`src/rtl/cbs_pkg.sv`:
```
package cbs_pkg;
  localparam int unsigned DEF_STREAMS  = 16;
  localparam int unsigned DEF_CHANNELS = 32;
  localparam int unsigned DEF_LEAD     = 1;
endpackage

```
`src/rtl/cbs_frame_counter.sv`:
```
module cbs_frame_counter #(
  parameter int unsigned SLOTS = 512,
  parameter int unsigned PW    = 9
) (
  input  logic          clk,
  input  logic          rst_n,
  input  logic          frame_pulse,
  output logic [PW-1:0] pos_q,
  output logic [PW-1:0] pos_nxt
);
  localparam logic [PW-1:0] LAST = PW'(SLOTS - 1);

  always_comb begin
    if (frame_pulse)        pos_nxt = '0;
    else if (pos_q == LAST) pos_nxt = '0;
    else                    pos_nxt = pos_q + 1'b1;
  end

  always_ff @(posedge clk or negedge rst_n) begin
    if (!rst_n) pos_q <= '0;
    else        pos_q <= pos_nxt;
  end

  // the frame wraps by itself when no pulse arrives
  p_wrap_r5: assert property (@(posedge clk) disable iff (!rst_n)
    (pos_q == LAST && !frame_pulse) |=> (pos_q == '0));
endmodule

```
`src/rtl/cbs_addr_stage.sv`:
```
module cbs_addr_stage #(
  parameter int unsigned STREAMS  = 16,
  parameter int unsigned CHANNELS = 32,
  parameter int unsigned LEAD     = 1
) (
  input  logic                                            clk,
  input  logic                                            rst_n,
  input  logic [$clog2(STREAMS)+$clog2(CHANNELS)-1:0]     pos_nxt,
  output logic [$clog2(STREAMS)+$clog2(CHANNELS)-1:0]     rd_addr
);
  localparam int unsigned SW = $clog2(STREAMS);
  localparam int unsigned CW = $clog2(CHANNELS);
  localparam int unsigned PW = SW + CW;

  // Position p = channel*STREAMS + stream maps to stream*CHANNELS + (channel+LEAD)
  function automatic logic [PW-1:0] loc_of(input logic [PW-1:0] p);
    logic [SW-1:0] strm;
    logic [CW-1:0] chan;
    strm = p[SW-1:0];
    chan = p[PW-1:SW] + CW'(LEAD);
    return {strm, chan};
  endfunction

  always_ff @(posedge clk or negedge rst_n) begin
    if (!rst_n) rd_addr <= loc_of('0);
    else        rd_addr <= loc_of(pos_nxt);
  end
endmodule

```
`src/rtl/cbs_out_stage.sv`:
```
module cbs_out_stage (
  input  logic clk,
  input  logic rst_n,
  input  logic rd_bit,
  output logic ser_out
);
  always_ff @(posedge clk or negedge rst_n) begin
    if (!rst_n) ser_out <= 1'b0;
    else        ser_out <= rd_bit;
  end
endmodule

```
`src/rtl/ctrl_bit_serializer.sv`:
```
module ctrl_bit_serializer #(
  parameter int unsigned STREAMS  = cbs_pkg::DEF_STREAMS,
  parameter int unsigned CHANNELS = cbs_pkg::DEF_CHANNELS,
  parameter int unsigned LEAD     = cbs_pkg::DEF_LEAD
) (
  input  logic                                        clk,
  input  logic                                        rst_n,
  input  logic                                        frame_pulse,
  output logic [$clog2(STREAMS)+$clog2(CHANNELS)-1:0] rd_addr,
  input  logic                                        rd_bit,
  output logic                                        ser_out
);
  localparam int unsigned SW    = $clog2(STREAMS);
  localparam int unsigned CW    = $clog2(CHANNELS);
  localparam int unsigned PW    = SW + CW;
  localparam int unsigned SLOTS = STREAMS * CHANNELS;

  logic [PW-1:0] pos_q;
  logic [PW-1:0] pos_nxt;

  cbs_frame_counter #(.SLOTS(SLOTS), .PW(PW)) u_cnt (
    .clk(clk), .rst_n(rst_n), .frame_pulse(frame_pulse),
    .pos_q(pos_q), .pos_nxt(pos_nxt)
  );

  cbs_addr_stage #(.STREAMS(STREAMS), .CHANNELS(CHANNELS), .LEAD(LEAD)) u_addr (
    .clk(clk), .rst_n(rst_n), .pos_nxt(pos_nxt), .rd_addr(rd_addr)
  );

  cbs_out_stage u_out (
    .clk(clk), .rst_n(rst_n), .rd_bit(rd_bit), .ser_out(ser_out)
  );

  // address fields follow the position counter with a one-channel lead
  p_addr_map_r3: assert property (@(posedge clk) disable iff (!rst_n)
    (rd_addr[CW-1:0] == CW'(pos_q[PW-1:SW] + CW'(LEAD))) &&
    (rd_addr[PW-1:CW] == pos_q[SW-1:0]));

  // location 0 at first clock of the last channel, location of stream 1 next
  p_loc0_r4: assert property (@(posedge clk) disable iff (!rst_n)
    (pos_q == PW'((CHANNELS - 1) * STREAMS)) |-> (rd_addr == '0));
  p_loc32_r4: assert property (@(posedge clk) disable iff (!rst_n)
    (pos_q == PW'((CHANNELS - 1) * STREAMS + 1)) |-> (rd_addr == PW'(CHANNELS)));

  // a sampled frame pulse restarts at position 0
  p_frame_start_r2: assert property (@(posedge clk) disable iff (!rst_n)
    $past(frame_pulse) |-> (pos_q == '0 && rd_addr == PW'(LEAD)));
endmodule

```
`config.mk`:
```
export PLATFORM = sky130hd
export DESIGN_NAME = ctrl_bit_serializer
export DESIGN_NICKNAME = d
export VERILOG_FILES = /design/src/rtl/cbs_pkg.sv /design/src/rtl/cbs_frame_counter.sv /design/src/rtl/cbs_addr_stage.sv /design/src/rtl/cbs_out_stage.sv /design/src/rtl/ctrl_bit_serializer.sv
export SDC_FILE = /design/constraint.sdc
export NUM_CORES = 1
export LEC_CHECK = 0
export BUFFER_PORTS_ARGS = -buffer_cell sky130_fd_sc_hd__buf_2
export CORE_AREA = 5 5 46 48
export DETAILED_ROUTE_END_ITERATION = 6
export DIE_AREA = 0 0 51 53
export GPL_ROUTABILITY_DRIVEN = 0
export PLACE_DENSITY = 0.67
export SLEW_MARGIN = 5
export SYNTH_ARGS = -nofsm -noshare
export SYNTH_HDL_FRONTEND = slang
export SYNTH_HIERARCHICAL = 1
export SYNTH_SLANG_ARGS = --single-unit
```
`constraint.sdc`:
```
create_clock -name clk -period 6.01 [get_ports clk]
set_input_delay 0.601 -clock clk [delete_from_list [all_inputs] [get_ports clk]]
set_output_delay 0.601 -clock clk [all_outputs]
set_load 0.1 [all_outputs]
```
**Word level (Yosys, flattened, before mapping)**

Index checks and enable logic that the tools add are counted.

- Word-level logic and storage cells: 8
- Input bits: 4
- Output and inout port bits: 10
- Register bits: 19

- Multiplexer cells: 2
- Equal/unequal tests: 1
- $add $sub $neg: 2

Operators with widths:

| kind | number |
|---|---|
| 2-to-1 mux 9 bit | 2 |
| adder 9 x 1 -> 9 bit (second input constant) | 1 |
| equality test 9 bit (second input constant) | 1 |
| adder 5 x 1 -> 5 bit (second input constant) | 1 |

**Longest topological paths before layout**

Gate-level depths: netlist of the first run.

- Word-level depth: 4
- Depth in mapped cells: 10
- Mapped depth without buffers: 9

**Modules after synthesis**

Netlist of the first run, hierarchy kept.

By module, submodules not included:

| module | times used | area an instance (um^2) | seq. area each (um^2) | cells an instance |
|---|---|---|---|---|
| cbs_frame_counter | 1 | 415.4 | 225.2 | 40 |
| cbs_addr_stage | 1 | 279.0 | 226.5 | 16 |
| cbs_out_stage | 1 | 25.0 | 25.0 | 1 |

**Worst setup path after synthesis of the first run**

No wires, ideal clock.

- Path type: reg2reg
- Start point: register u_cnt.pos_q[0]
- End point: register u_addr.rd_addr[4]
- Stages on the path, launching flop included: 11
- Arrival time: 1985 ps
- Buffers on the path: 1
- Data required time: 5885 ps
- Clock period less this slack: 2110 ps
- Slack: 3900 ps
- Cell sequence: dfrtp_1 -> ha_1 -> nand3_1 -> nor2_1 -> ha_1 -> or2_2 -> clkbuf_1 -> nor2_1 -> ha_1 -> nand3_1 -> xnor2_1

- Cells in the longest elaborated chain, start to end: 4

RTL lines:

| what | RTL line | RTL |
|---|---|---|
| start: declaration | cbs_frame_counter.sv:8 | `output logic [PW-1:0] pos_q,` |
| start signal: assignment | cbs_frame_counter.sv:21 | `else pos_q <= pos_nxt;` |
| adder 9 x 1 -> 9 bit / equality test 9 bit (equally long branches) | cbs_frame_counter.sv:16, cbs_frame_counter.sv:15 |  |
| 2-to-1 mux 9 bit (*) | cbs_frame_counter.sv:15 | `else if (pos_q == LAST) pos_nxt = '0;` |
| 2-to-1 mux 9 bit (*) | cbs_frame_counter.sv:14 | `if (frame_pulse) pos_nxt = '0;` |
| net pos_nxt[4] | ctrl_bit_serializer.sv:19 | `logic [PW-1:0] pos_nxt;` |
| adder 5 x 1 -> 5 bit (*) | cbs_addr_stage.sv:20 | `chan = p[PW-1:SW] + CW'(LEAD);` |
| end signal: assignment | cbs_addr_stage.sv:25 | `if (!rst_n) rd_addr <= loc_of('0);` |
| end signal: assignment | cbs_addr_stage.sv:26 | `else rd_addr <= loc_of(pos_nxt);` |
| end: declaration | cbs_addr_stage.sv:9 | `output logic [$clog2(STREAMS)+$clog2(CHANNELS)-1:0] rd_addr` |

Mark *: on every way through the listed nets, which the timed path passes. The rest lies on a longest branch.

**Final worst setup path of the first run**

Ends and elaborated chain as after synthesis.

==> impl_metrics.sql, run 1 <==
INSERT INTO impl_metrics (metric_group, metric, value, unit) VALUES
('outcome', 'outcome', 'completed', ''),
('sta', 'setup_clock_skew_after_layout', '0.00120', 'ns'),
('yosys', 'synth_top_cells_by_area', 'dfrtp_1 63%, ha_1 5.2%, dfstp_2 3.7%, xnor2_1 3.7%, xor2_1 3.7%', ''),
('finish', 'antenna_cells', '0', ''),
('yosys', 'netlist_area', '719', 'µm²'),
('sta', 'post-route-worst-setup-slack', '3.74', 'ns'),
('worst_setup_path', 'regToRegSetupSlack', '3.74', 'ns'),
('drt', 'ant_nets', '0', ''),
('drt', 'final_routed_drc_violation_total', '0', ''),
('floorplan', 'floorplan.die.height', '53', 'µm'),
('worst_setup_path', 'critical_path.max_stage_delay', '0.42', 'ns'),
('drt', 'post_drt_via_cell_ratio', '5.31', ''),
('worst_setup_path', 'critPathRequiredTime', '6.18', 'ns'),
('sta', 'setup_viol_count_final', '0', ''),
('yosys', 'count_of_mapped_cells_out_of_synthesis', '57', ''),
('worst_setup_path', 'start_kind', 'flop', ''),
('floorplan', 'num_rows', '15', ''),
('sta', 'setup_repair_after_global_routing_missed_its_margin', 'false', ''),
('global_route', 'grt_max_degree', '20', ''),
('power', 'static-leakage-power', '0.000423', 'µW'),
('floorplan', 'floorplan.initialDensity', '43.1', '%'),
('place', 'pre_cts_ws', '3.80', 'ns'),
('yosys', 'synth_common_cells', '18 x dfrtp_1, 6 x nor2_1, 5 x nand3_1', ''),
('clock_tree', 'ctsLongestPathBuffers', '2', ''),
('worst_hold_path', 'timing.hold.worst.class', 'input pin to async pin', ''),
('clock_tree', 'numCtsBuffers', '3', ''),
('power', 'power_density', '263', 'nW/µm²'),
('worst_setup_path', 'cpMostUsedCell', 'ha_1', ''),
('clock_tree', 'cts_hold_buf', '0', ''),
('worst_setup_path', 'critPathCaptureType', 'flop', ''),
('worst_setup_path', 'critical-path-slowest-cell', 'dfrtp_1', ''),
('finish', 'n_fill_cell', '159', ''),
('yosys', 'synthesis.nets', '64', ''),
('clock_tree', 'clk_transition_reported_paths', '0.09', 'ns'),
('global_route', 'global_route_wire_length_before_repair', '1.97', 'mm'),
('sta', 'relSlewSlack', '67.7', '%'),
('clock_tree', 'clk_latency', '0.28', 'ns'),
('finish', 'syn2layout_area_growth', '15.1', '%'),
('yosys', 'count_of_different_cell_masters_after_synthesis', '18', ''),
('yosys', 'postSynthRegisterBits', '19', ''),
('drt', 'wl', '1.21', 'mm'),
('yosys', 'syn_avg_cell_area', '12.6', 'µm²'),
('floorplan', 'die-area', '2700', 'µm²'),
('worst_setup_path', 'timing.critical_path.cells', 'ha_1, nand3_1, nor2_1, ha_1, or2_2, nor2_1, ha_1, nand3_1, xnor2_1', ''),
('power', 'worst_supply_voltage_drop_on_vdd', '112', 'µV'),
('worst_setup_path', 'critPathArrivalTime', '2.44', 'ns'),
('clock_tree', 'post-cts-setup-buffers', '0', ''),
('flow_run', 'maxCapViolations', '0', ''),
('place', 'postPlaceCellArea', '802', 'µm²'),
('clock_tree', 'cts_tree', 'yes', ''),
('worst_setup_path', 'crit_type', 'flop to flop', ''),
('yosys', 'synthMostInstantiatedCell', 'dfrtp_1', ''),
('worst_setup_path', 'worst-path-buf-inv', '0', ''),
('worst_setup_path', 'critPathMaxFanout', '7', ''),
('yosys', 'synth-edff-count', '0', ''),
('global_route', 'globalRoute.totalOverflow', '0', ''),
('yosys', 'ys_async_sr_fraction', '100', '%'),
('clock_tree', 'cts_num_sinks', '19', ''),
('clock_tree', 'ctsResizeCount', '0', ''),
('sta', 'final_hold_viol_count', '0', ''),
('worst_setup_path', 'critical_path.top_delay_family', 'simple AND/OR/NAND/NOR gates', ''),
('drt', 'wire_per_inst', '13.4', 'µm'),
('yosys', 'synth_area_leader', 'dfrtp_1', ''),
('floorplan', 'placeableCoreArea', '1670', 'µm²'),
('yosys', 'yosysWarningCount', '6', ''),
('yosys', 'postSynth.topFlopCell', 'dfrtp_1', ''),
('yosys', 'synth.yosys.seq_area_share', '66.3', '%'),
('sta', 'min_period', '2.27', 'ns'),
('worst_setup_path', 'reg2regPathDepth', '9', ''),
('place', 'place.port_buffers', '13', ''),
('worst_setup_path', 'timing.rr.end', 'u_addr/rd_addr[4]', '');
[stage by stage]
stage	hold slack, ns	cells	utilization, %	total power (µW)
finish	0.229	90	49.6	218
global placement	0.493	86	48.0	160
global route	0.248	90	49.6	229
detailed placement	0.488	86	48.0	161
CTS	0.229	90	49.6	222
floorplan	0.305	57	-	154
[sequential cells by signal (all words and copies together) (netlist names)]
name            count
u_addr/rd_addr      9
u_cnt/pos_q         9
u_out/ser_out       1
[kinds of logic after synthesis]
kind of cell | after synthesis | share of synthesized area, %
AND/OR/NAND/NOR | 21 | 16.0
buffers and inverters | 2 | 1.04
adder cells (fa/ha/maj) | 3 | 5.22
AO/OA/AOI/OAI | 6 | 4.17
flip-flops | 19 | 66.3
XOR/XNOR | 6 | 7.31
[worst reg2reg max path: stages, from the launching register on]
cell	delay, ns
dfrtp_1	0.42
ha_1	0.28
nand3_1	0.11
nor2_1	0.05
ha_1	0.18
or2_2	0.36
nor2_1	0.26
ha_1	0.24
nand3_1	0.11
xnor2_1	0.15
[final cells by class]
type	instances	area share, %
Clock buffer	4	3.17
Inverter	1	0.453
Multi-Input combinational cell	36	28.4
Sequential cell	19	57.6
Tap cell	17	2.57
Timing Repair Buffer	13	7.85
[cells in the final DEF, fill, tap and decap left out]
cell type,count
nand4_2,1
and2_1,1
nor2b_1,1
nor2_1,6
xnor2_1,3
nand2_1,2
a21oi_1,3
clkbuf_1,1
xor2_1,3
nand3_2,1
or3_1,3
buf_2,13
nand3_1,5
clkbuf_4,3
dfrtp_1,18
dfstp_2,1
or2_2,1
ha_1,3
inv_1,1
o21ai_0,3
[worst max-delay path by stage]
| stage | end | start | cells past startpoint | slack, ns |
|---|---|---|---|---|
| 2_1_floorplan | u_addr/rd_addr[4] | u_cnt/pos_q[0] | 10 | 3.90 |
| 3_3_place_gp | u_addr/rd_addr[4] | u_cnt/pos_q[0] | 9 | 3.85 |
| 3_5_place_dp | u_addr/rd_addr[4] | u_cnt/pos_q[0] | 9 | 3.80 |
| 4_1_cts | u_addr/rd_addr[4] | u_cnt/pos_q[0] | 9 | 3.76 |
| 5_1_grt | u_addr/rd_addr[4] | u_cnt/pos_q[0] | 9 | 3.61 |
| 6_report | u_addr/rd_addr[4] | u_cnt/pos_q[0] | 9 | 3.74 |
[report_power, final]
group	switching (µW)	leakage [µW]	total, µW	internal, µW
logic	20.6	0.000153	24.5	3.89
registers	2.11	0.000255	133	131
clock network	34.2	0.0000150	60.0	25.8
[per-layer routing]
metal | routed length (µm) | GRT usage, % | vias to the layer above
met2 | 607 | 18.2 | 20
met4 | 28 | 9.42 | 0
met5 | 0 | 0 | -
met1 | 501 | 10.4 | 229
li1 | - | - | 227
met3 | 70 | 2.82 | 2
(Power assumes the default switching activity.)
==> inputs of run 2 (changes only) <==
--- a/config.mk
+++ b/config.mk
@@ -10,7 +10,7 @@
 export DETAILED_ROUTE_END_ITERATION = 6
 export DIE_AREA = 0 0 51 53
 export GPL_ROUTABILITY_DRIVEN = 0
-export PLACE_DENSITY = 0.67
+export PLACE_DENSITY = 0.69
 export SLEW_MARGIN = 5
 export SYNTH_ARGS = -nofsm -noshare
 export SYNTH_HDL_FRONTEND = slang
==> constraint.sdc (replaced) <==
create_clock -name clk -period 1.8 [get_ports clk]
set_input_delay 0.18 -clock clk [delete_from_list [all_inputs] [get_ports clk]]
set_output_delay 0.18 -clock clk [all_outputs]
set_load 0.1 [all_outputs]
==> impl_metrics.sql, run 2 (synthesis gave the netlist of run 1 again) <==
INSERT INTO impl_metrics (metric_group, metric, value, unit) VALUES
('finish', 'syn2layout_area_growth', '48.5', '%'),
('worst_setup_path', 'crit_type', 'flop to flop', ''),
('clock_tree', 'cts_tree', 'yes', ''),
('finish', 'layout.core_utilization', '64.0', '%'),
('clock_tree', 'ctsLongestPathBuffers', '2', ''),
('clock_tree', 'htree_num_levels', '1', ''),
('worst_setup_path', 'cpMostUsedCell', 'ha_4', ''),
('drt', 'detailedRoute.firstIterationViolations', '2', ''),
('floorplan', 'num_io_pins', '14', ''),
('clock_tree', 'cts_num_sinks', '19', ''),
('worst_setup_path', 'critical-path-slowest-cell', 'dfrtp_1', ''),
('floorplan', 'floorplan.initialDensity', '43.1', '%'),
('finish', 'final_layout_size_suffix_gt1_share', '51.1', '%'),
('clock_tree', 'clk_transition_reported_paths', '0.11', 'ns'),
('worst_setup_path', 'critPathMaxFanout', '5', ''),
('worst_setup_path', 'start_kind', 'flop', ''),
('place', 'place.port_buffers', '13', ''),
('worst_setup_path', 'critPathCaptureType', 'flop', ''),
('drt', 'wl', '1.42', 'mm'),
('global_route', 'initial_antenna_violation_count', '0', ''),
('global_route', 'globalRoute.totalOverflow', '0', ''),
('clock_tree', 'clk_latency', '0.30', 'ns'),
('floorplan', 'die_w', '51', 'µm'),
('sta', 'final_hold_viol_count', '0', ''),
('floorplan', 'placeableCoreArea', '1670', 'µm²'),
('clock_tree', 'numCtsBuffers', '3', ''),
('floorplan', 'die-area', '2700', 'µm²'),
('floorplan', 'num_rows', '15', ''),
('finish', 'layout.cells.most_common', 'dfrtp_1', ''),
('finish', 'n_fill_cell', '127', ''),
('drt', 'final_routed_drc_violation_total', '0', ''),
('worst_hold_path', 'timing.hold.worst.class', 'input pin to flop', ''),
('finish', 'post_layout_nets', '96', ''),
('place', 'postPlaceCellArea', '922', 'µm²'),
('sta', 'setup_repair_after_global_routing_missed_its_margin', 'true', ''),
('global_route', 'grt_max_degree', '20', ''),
('sta', 'min_period', '1.87', 'ns'),
('sta', 'final.period_utilization', '104', '%'),
('drt', 'num_vias', '522', ''),
('sta', 'timing.fmax', '535', 'MHz'),
('power', 'worst_supply_voltage_drop_on_vdd', '528', 'µV'),
('sta', 'post-route-worst-setup-slack', '-0.0706', 'ns'),
('drt', 'drtPass1Iterations', '4', ''),
('power', 'static-leakage-power', '0.000505', 'µW'),
('sta', 'relSlewSlack', '67.7', '%'),
('finish', 'reg.largest.list', 'u_addr/rd_addr x9, u_cnt/pos_q x9, u_out/ser_out x1', ''),
('worst_setup_path', 'critPathArrivalTime', '2.09', 'ns'),
('sta', 'final.hold.worst_slack', '0.0970', 'ns'),
('outcome', 'violations', 'negative setup slack', ''),
('finish', 'antenna_cells', '0', ''),
('sta', 'setup_viol_count_final', '3', ''),
('sta', 'setup_clock_skew_after_layout', '0.0133', 'ns'),
('global_route', 'via_count_of_the_first_global_routing_pass', '527', ''),
('finish', 'final_design_area_no_fill', '1070', 'µm²'),
('flow_run', 'maxCapViolations', '0', ''),
('drt', 'wire_per_inst', '13.5', 'µm'),
('drt', 'post_drt_via_cell_ratio', '4.97', ''),
('global_route', 'grt_usage', '12.1', '%'),
('finish', 'most-common-layout-cells', '18 x dfrtp_1, 13 x buf_2, 13 x buf_4', ''),
('place', 'place_hpwl', '914', 'µm'),
('worst_setup_path', 'critPathRequiredTime', '2.02', 'ns'),
('global_route', 'global_route_wire_length_before_repair', '2.28', 'mm'),
('outcome', 'outcome', 'complete, but fails checks', ''),
('worst_setup_path', 'critical_path.max_stage_delay', '0.42', 'ns'),
('floorplan', 'floorplan.die.height', '53', 'µm'),
('drt', 'ant_nets', '0', ''),
('power', 'power_density', '712', 'nW/µm²'),
('sta', 'fin_setup_tns', '-0.116', 'ns'),
('sta', 'final-max-slew-violation-count', '0', ''),
('clock_tree', 'cts-root-buf', 'clkbuf_4', ''),
('worst_setup_path', 'timing.critical_path.cells', 'ha_4, nand3_4, nor2_4, ha_4, or2_4, a21oi_4, ha_4, buf_4, xor2_1', ''),
('sta', 'tightestPinTransition', '0.488', 'ns');
## run 2: cell types whose count changed in the layout (fill, tap and decap cells not counted), sizes merged
cell,delta
buf,+13
dlygate4sd3,+2
clkinv,+1
clkbuf,-1
## run 2: layout make-up
cell class              count  area [µm²]  share of cell area, %
flip-flops and latches     19         477                   44.6
multi-input cells          36         357                   33.4
repair buffers             28         183                   17.1
clock buffers               3        22.5                   2.11
well taps                  17        21.3                   1.99
clock inverters             1        5.00                  0.468
inverters                   1        3.75                  0.351
## run 2: path summary, 6_finish.rpt
path                                     start                end  slack [ns]  cells past startpoint
worst min-delay path               frame_pulse     u_cnt/pos_q[8]         0.1                      2
worst max-delay path            u_cnt/pos_q[0]  u_addr/rd_addr[2]       -0.07                      9
min in group asynchronous                rst_n  u_addr/rd_addr[6]        0.33                      2
worst min register to register  u_cnt/pos_q[0]  u_addr/rd_addr[5]        0.61                      2
max in group asynchronous                rst_n  u_addr/rd_addr[0]        1.15                      2
worst max register to register  u_cnt/pos_q[0]  u_addr/rd_addr[2]       -0.07                      9
## run 2: worst max-delay path, delay by kind of cell (launching register included)
kind / cells / cell delay, ns
AND/OR/NAND/NOR: 3 / 0.42
buffers and inverters: 1 / 0.11
XOR/XNOR: 1 / 0.16
adder cells (fa/ha/maj): 3 / 0.52
flip-flops: 1 / 0.42
AO/OA/AOI/OAI: 1 / 0.18
## run 2: per-stage QoR
| step | total power [µW] | setup slack [ns] | std cells |
|---|---|---|---|
| final | 761 | -0.0706 | 105 |
| after global routing | 805 | -0.122 | 105 |
| after CTS | 771 | 0.00122 | 103 |
| after detailed placement | 552 | -0.0338 | 95 |
| after global placement | 552 | -0.00336 | 95 |
| after floorplan | 523 | -0.0730 | 57 |
## run 2: what timing repair did
item | 4_1_cts | 5_1_grt
gates resized for setup | 2 | 8
endpoints found under the setup margin | 2 | 3
hold buffers | 2 | 0
setup buffers | 2 | 2
hold endpoints to repair | 19 | 0
pin swaps | 1 | 5
## run 2: metal layers
layer / GRT usage, % / share of wire, %
met1: 12.8 / 40
met2: 20.2 / 55
met5: 0 / 0
met3: 2.54 / 3.7
met4: 10.8 / 1.1
## run 2: where the power goes
| group | leakage, µW | total (µW) | internal [µW] | switching (µW) |
|---|---|---|---|---|
| registers | 0.000255 | 447 | 439 | 8.03 |
| clock network | 0.0000177 | 211 | 82.7 | 128 |
| logic | 0.000232 | 103 | 27.2 | 76.2 |
==> inputs of run 3 (changes only) <==
--- a/config.mk
+++ b/config.mk
@@ -9,8 +9,7 @@
 export CORE_AREA = 5 5 46 48
 export DETAILED_ROUTE_END_ITERATION = 6
 export DIE_AREA = 0 0 51 53
-export GPL_ROUTABILITY_DRIVEN = 0
-export PLACE_DENSITY = 0.69
+export PLACE_DENSITY = 0.67
 export SLEW_MARGIN = 5
 export SYNTH_ARGS = -nofsm -noshare
 export SYNTH_HDL_FRONTEND = slang
==> constraint.sdc (replaced) <==
create_clock -name clk -period 1.9 [get_ports clk]
set_input_delay 0.19 -clock clk [delete_from_list [all_inputs] [get_ports clk]]
set_output_delay 0.19 -clock clk [all_outputs]
set_load 0.1 [all_outputs]
==> impl_metrics.sql, run 3 (synthesis gave the netlist of run 1 again) <==
INSERT INTO impl_metrics (metric_group, metric, value, unit) VALUES
('outcome', 'outcome', 'completed', ''),
('global_route', 'global_route_wire_length_before_repair', '2.45', 'mm'),
('place', 'gp_weighted_congestion', '0.742', ''),
('place', 'pre_cts_ws', '-0.0829', 'ns'),
('clock_tree', 'htree_num_levels', '1', ''),
('sta', 'final-max-slew-violation-count', '0', ''),
('global_route', 'initial_antenna_violation_count', '0', ''),
('worst_setup_path', 'reg2regPathDepth', '9', ''),
('clock_tree', 'clk_latency', '0.29', 'ns'),
('finish', 'final_layout_size_suffix_gt1_share', '44.8', '%'),
('finish', 'layout.cells.most_common', 'dfrtp_1', ''),
('sta', 'final.hold.worst_slack', '0.105', 'ns'),
('drt', 'drtPass1Iterations', '7', ''),
('global_route', 'globalRoute.totalOverflow', '0', ''),
('sta', 'setup_viol_count_final', '0', ''),
('floorplan', 'die-area', '2700', 'µm²'),
('floorplan', 'placeableCoreArea', '1670', 'µm²'),
('finish', 'antenna_cells', '0', ''),
('sta', 'post-route-worst-setup-slack', '0.0720', 'ns'),
('floorplan', 'floorplan.initialDensity', '43.1', '%'),
('sta', 'setup_repair_after_global_routing_missed_its_margin', 'false', ''),
('drt', 'wire_per_inst', '13.4', 'µm'),
('drt', 'post_drt_via_cell_ratio', '5.04', ''),
('clock_tree', 'cts-root-buf', 'clkbuf_4', ''),
('worst_setup_path', 'critPathCaptureType', 'flop', ''),
('drt', 'num_vias', '524', ''),
('floorplan', 'num_rows', '15', ''),
('power', 'power_density', '719', 'nW/µm²'),
('sta', 'timing.fmax', '547', 'MHz'),
('worst_setup_path', 'critPathRequiredTime', '2.08', 'ns'),
('place', 'place.port_buffers', '13', ''),
('finish', 'reg.largest.list', 'u_addr/rd_addr x9, u_cnt/pos_q x9, u_out/ser_out x1', ''),
('sta', 'final_hold_viol_count', '0', ''),
('floorplan', 'floorplan.die.height', '53', 'µm'),
('clock_tree', 'ctsLongestPathBuffers', '2', ''),
('sta', 'tightestPinTransition', '0.488', 'ns'),
('floorplan', 'die_w', '51', 'µm'),
('worst_setup_path', 'critPathArrivalTime', '2.00', 'ns'),
('power', 'worst_supply_voltage_drop_on_vdd', '477', 'µV'),
('finish', 'most-common-layout-cells', '18 x dfrtp_1, 13 x buf_2, 12 x buf_4', ''),
('worst_setup_path', 'timing.rr.end', 'u_addr/rd_addr[4]', ''),
('global_route', 'grt_usage', '12.5', '%'),
('worst_setup_path', 'critPathMaxFanout', '5', ''),
('worst_hold_path', 'hold-path-cell-count', '2', ''),
('sta', 'final.period_utilization', '96.2', '%'),
('worst_hold_path', 'timing.hold.worst.class', 'input pin to flop', ''),
('clock_tree', 'cts_tree', 'yes', ''),
('drt', 'ant_nets', '0', ''),
('finish', 'final_design_area_no_fill', '986', 'µm²'),
('drt', 'final_routed_drc_violation_total', '0', ''),
('finish', 'post_layout_nets', '95', ''),
('finish', 'n_fill_cell', '140', ''),
('flow_run', 'maxCapViolations', '0', ''),
('finish', 'syn2layout_area_growth', '37.0', '%'),
('worst_setup_path', 'regToRegSetupSlack', '0.07', 'ns'),
('worst_setup_path', 'start_kind', 'flop', ''),
('sta', 'relSlewSlack', '67.7', '%'),
('worst_setup_path', 'r2r_start', 'u_cnt/pos_q[1]', ''),
('power', 'static-leakage-power', '0.000486', 'µW'),
('place', 'postPlaceCellArea', '925', 'µm²'),
('worst_hold_path', 'timing.hold.worst.start', 'frame_pulse', ''),
('floorplan', 'num_io_pins', '14', ''),
('drt', 'wl', '1.40', 'mm'),
('global_route', 'via_count_of_the_first_global_routing_pass', '531', ''),
('sta', 'setup_clock_skew_after_layout', '0.00631', 'ns'),
('clock_tree', 'post-cts-setup-buffers', '0', ''),
('global_route', 'grt_max_degree', '20', ''),
('clock_tree', 'cts_num_sinks', '19', ''),
('place', 'place_hpwl', '1.01', 'mm'),
('clock_tree', 'clk_transition_reported_paths', '0.10', 'ns'),
('sta', 'min_period', '1.83', 'ns'),
('worst_hold_path', 'endpoint_of_the_worst_hold_path', 'u_cnt/pos_q[8]', ''),
('drt', 'detailedRoute.firstIterationViolations', '12', ''),
('finish', 'layout.core_utilization', '59.0', '%'),
('sta', 'fin_setup_tns', '0', 'ns'),
('worst_setup_path', 'crit_type', 'flop to flop', ''),
('clock_tree', 'numCtsBuffers', '3', '');
run 3: cell types whose count changed in the layout (fill, tap and decap cells not counted), moves of 2 or more:
| cell | previous run | this run |
|---|---|---|
| nand3_4 | 2 | 0 |
| ha_4 | 3 | 1 |
| ha_2 | 0 | 2 |
| a21oi_4 | 3 | 1 |
run 3: what timing repair did:
action | in CTS | in global routing
gates cloned | 0 | 0
hold buffers | 2 | 0
pin swaps | 0 | 2
gates resized for setup | 2 | 1
hold endpoints to repair | 19 | 0
setup endpoints to repair | 2 | 2
run 3: per-stage QoR:
step / total power [µW] / cells
floorplan: 492 / 57
global placement: 520 / 98
detailed placement: 522 / 98
CTS: 720 / 104
global route: 747 / 104
finish: 709 / 104
run 3: worst max-delay path: stages, from the launching register on:
cell and delay, ns:
dfrtp_1 0.40, ha_2 0.19, nand3_1 0.08, nor2_1 0.05, ha_2 0.17, or2_4 0.27
a21oi_4 0.17, ha_4 0.17, nand3_2 0.08, xnor2_1 0.13
run 3: layer usage:
metal / wire, µm / vias to the layer above / global-route usage, %
li1: - / 252 / -
met5: 0 / - / 0
met1: 626 / 254 / 15.4
met2: 691 / 14 / 20.0
met3: 53 / 4 / 2.82
met4: 26 / 0 / 7.62
run 3: worst max path at each step:
stage,start,endpoint,cells after the start
floorplan,u_cnt/pos_q[0],u_addr/rd_addr[4],10
global placement,u_cnt/pos_q[0],u_addr/rd_addr[4],9
detailed placement,u_cnt/pos_q[1],u_addr/rd_addr[4],9
CTS,u_cnt/pos_q[1],u_addr/rd_addr[4],9
global route,u_cnt/pos_q[1],u_addr/rd_addr[4],9
finish,u_cnt/pos_q[1],u_addr/rd_addr[4],9
run 3: where the power goes:
group / switching (µW) / leakage, µW / total [µW] / internal, µW
logic: 72.3 / 0.000216 / 97.1 / 24.8
registers: 4.62 / 0.000255 / 420 / 415
clock network: 110 / 0.0000150 / 191 / 81.5
run 3: cell type report:
class	instances	area (µm²)	share of cell area, %
Tap cell	17	21.3	2.16
Multi-Input combinational cell	36	283	28.7
Inverter	1	3.75	0.381
Sequential cell	19	477	48.4
Timing Repair Buffer	27	175	17.8
Clock buffer	4	26.3	2.66
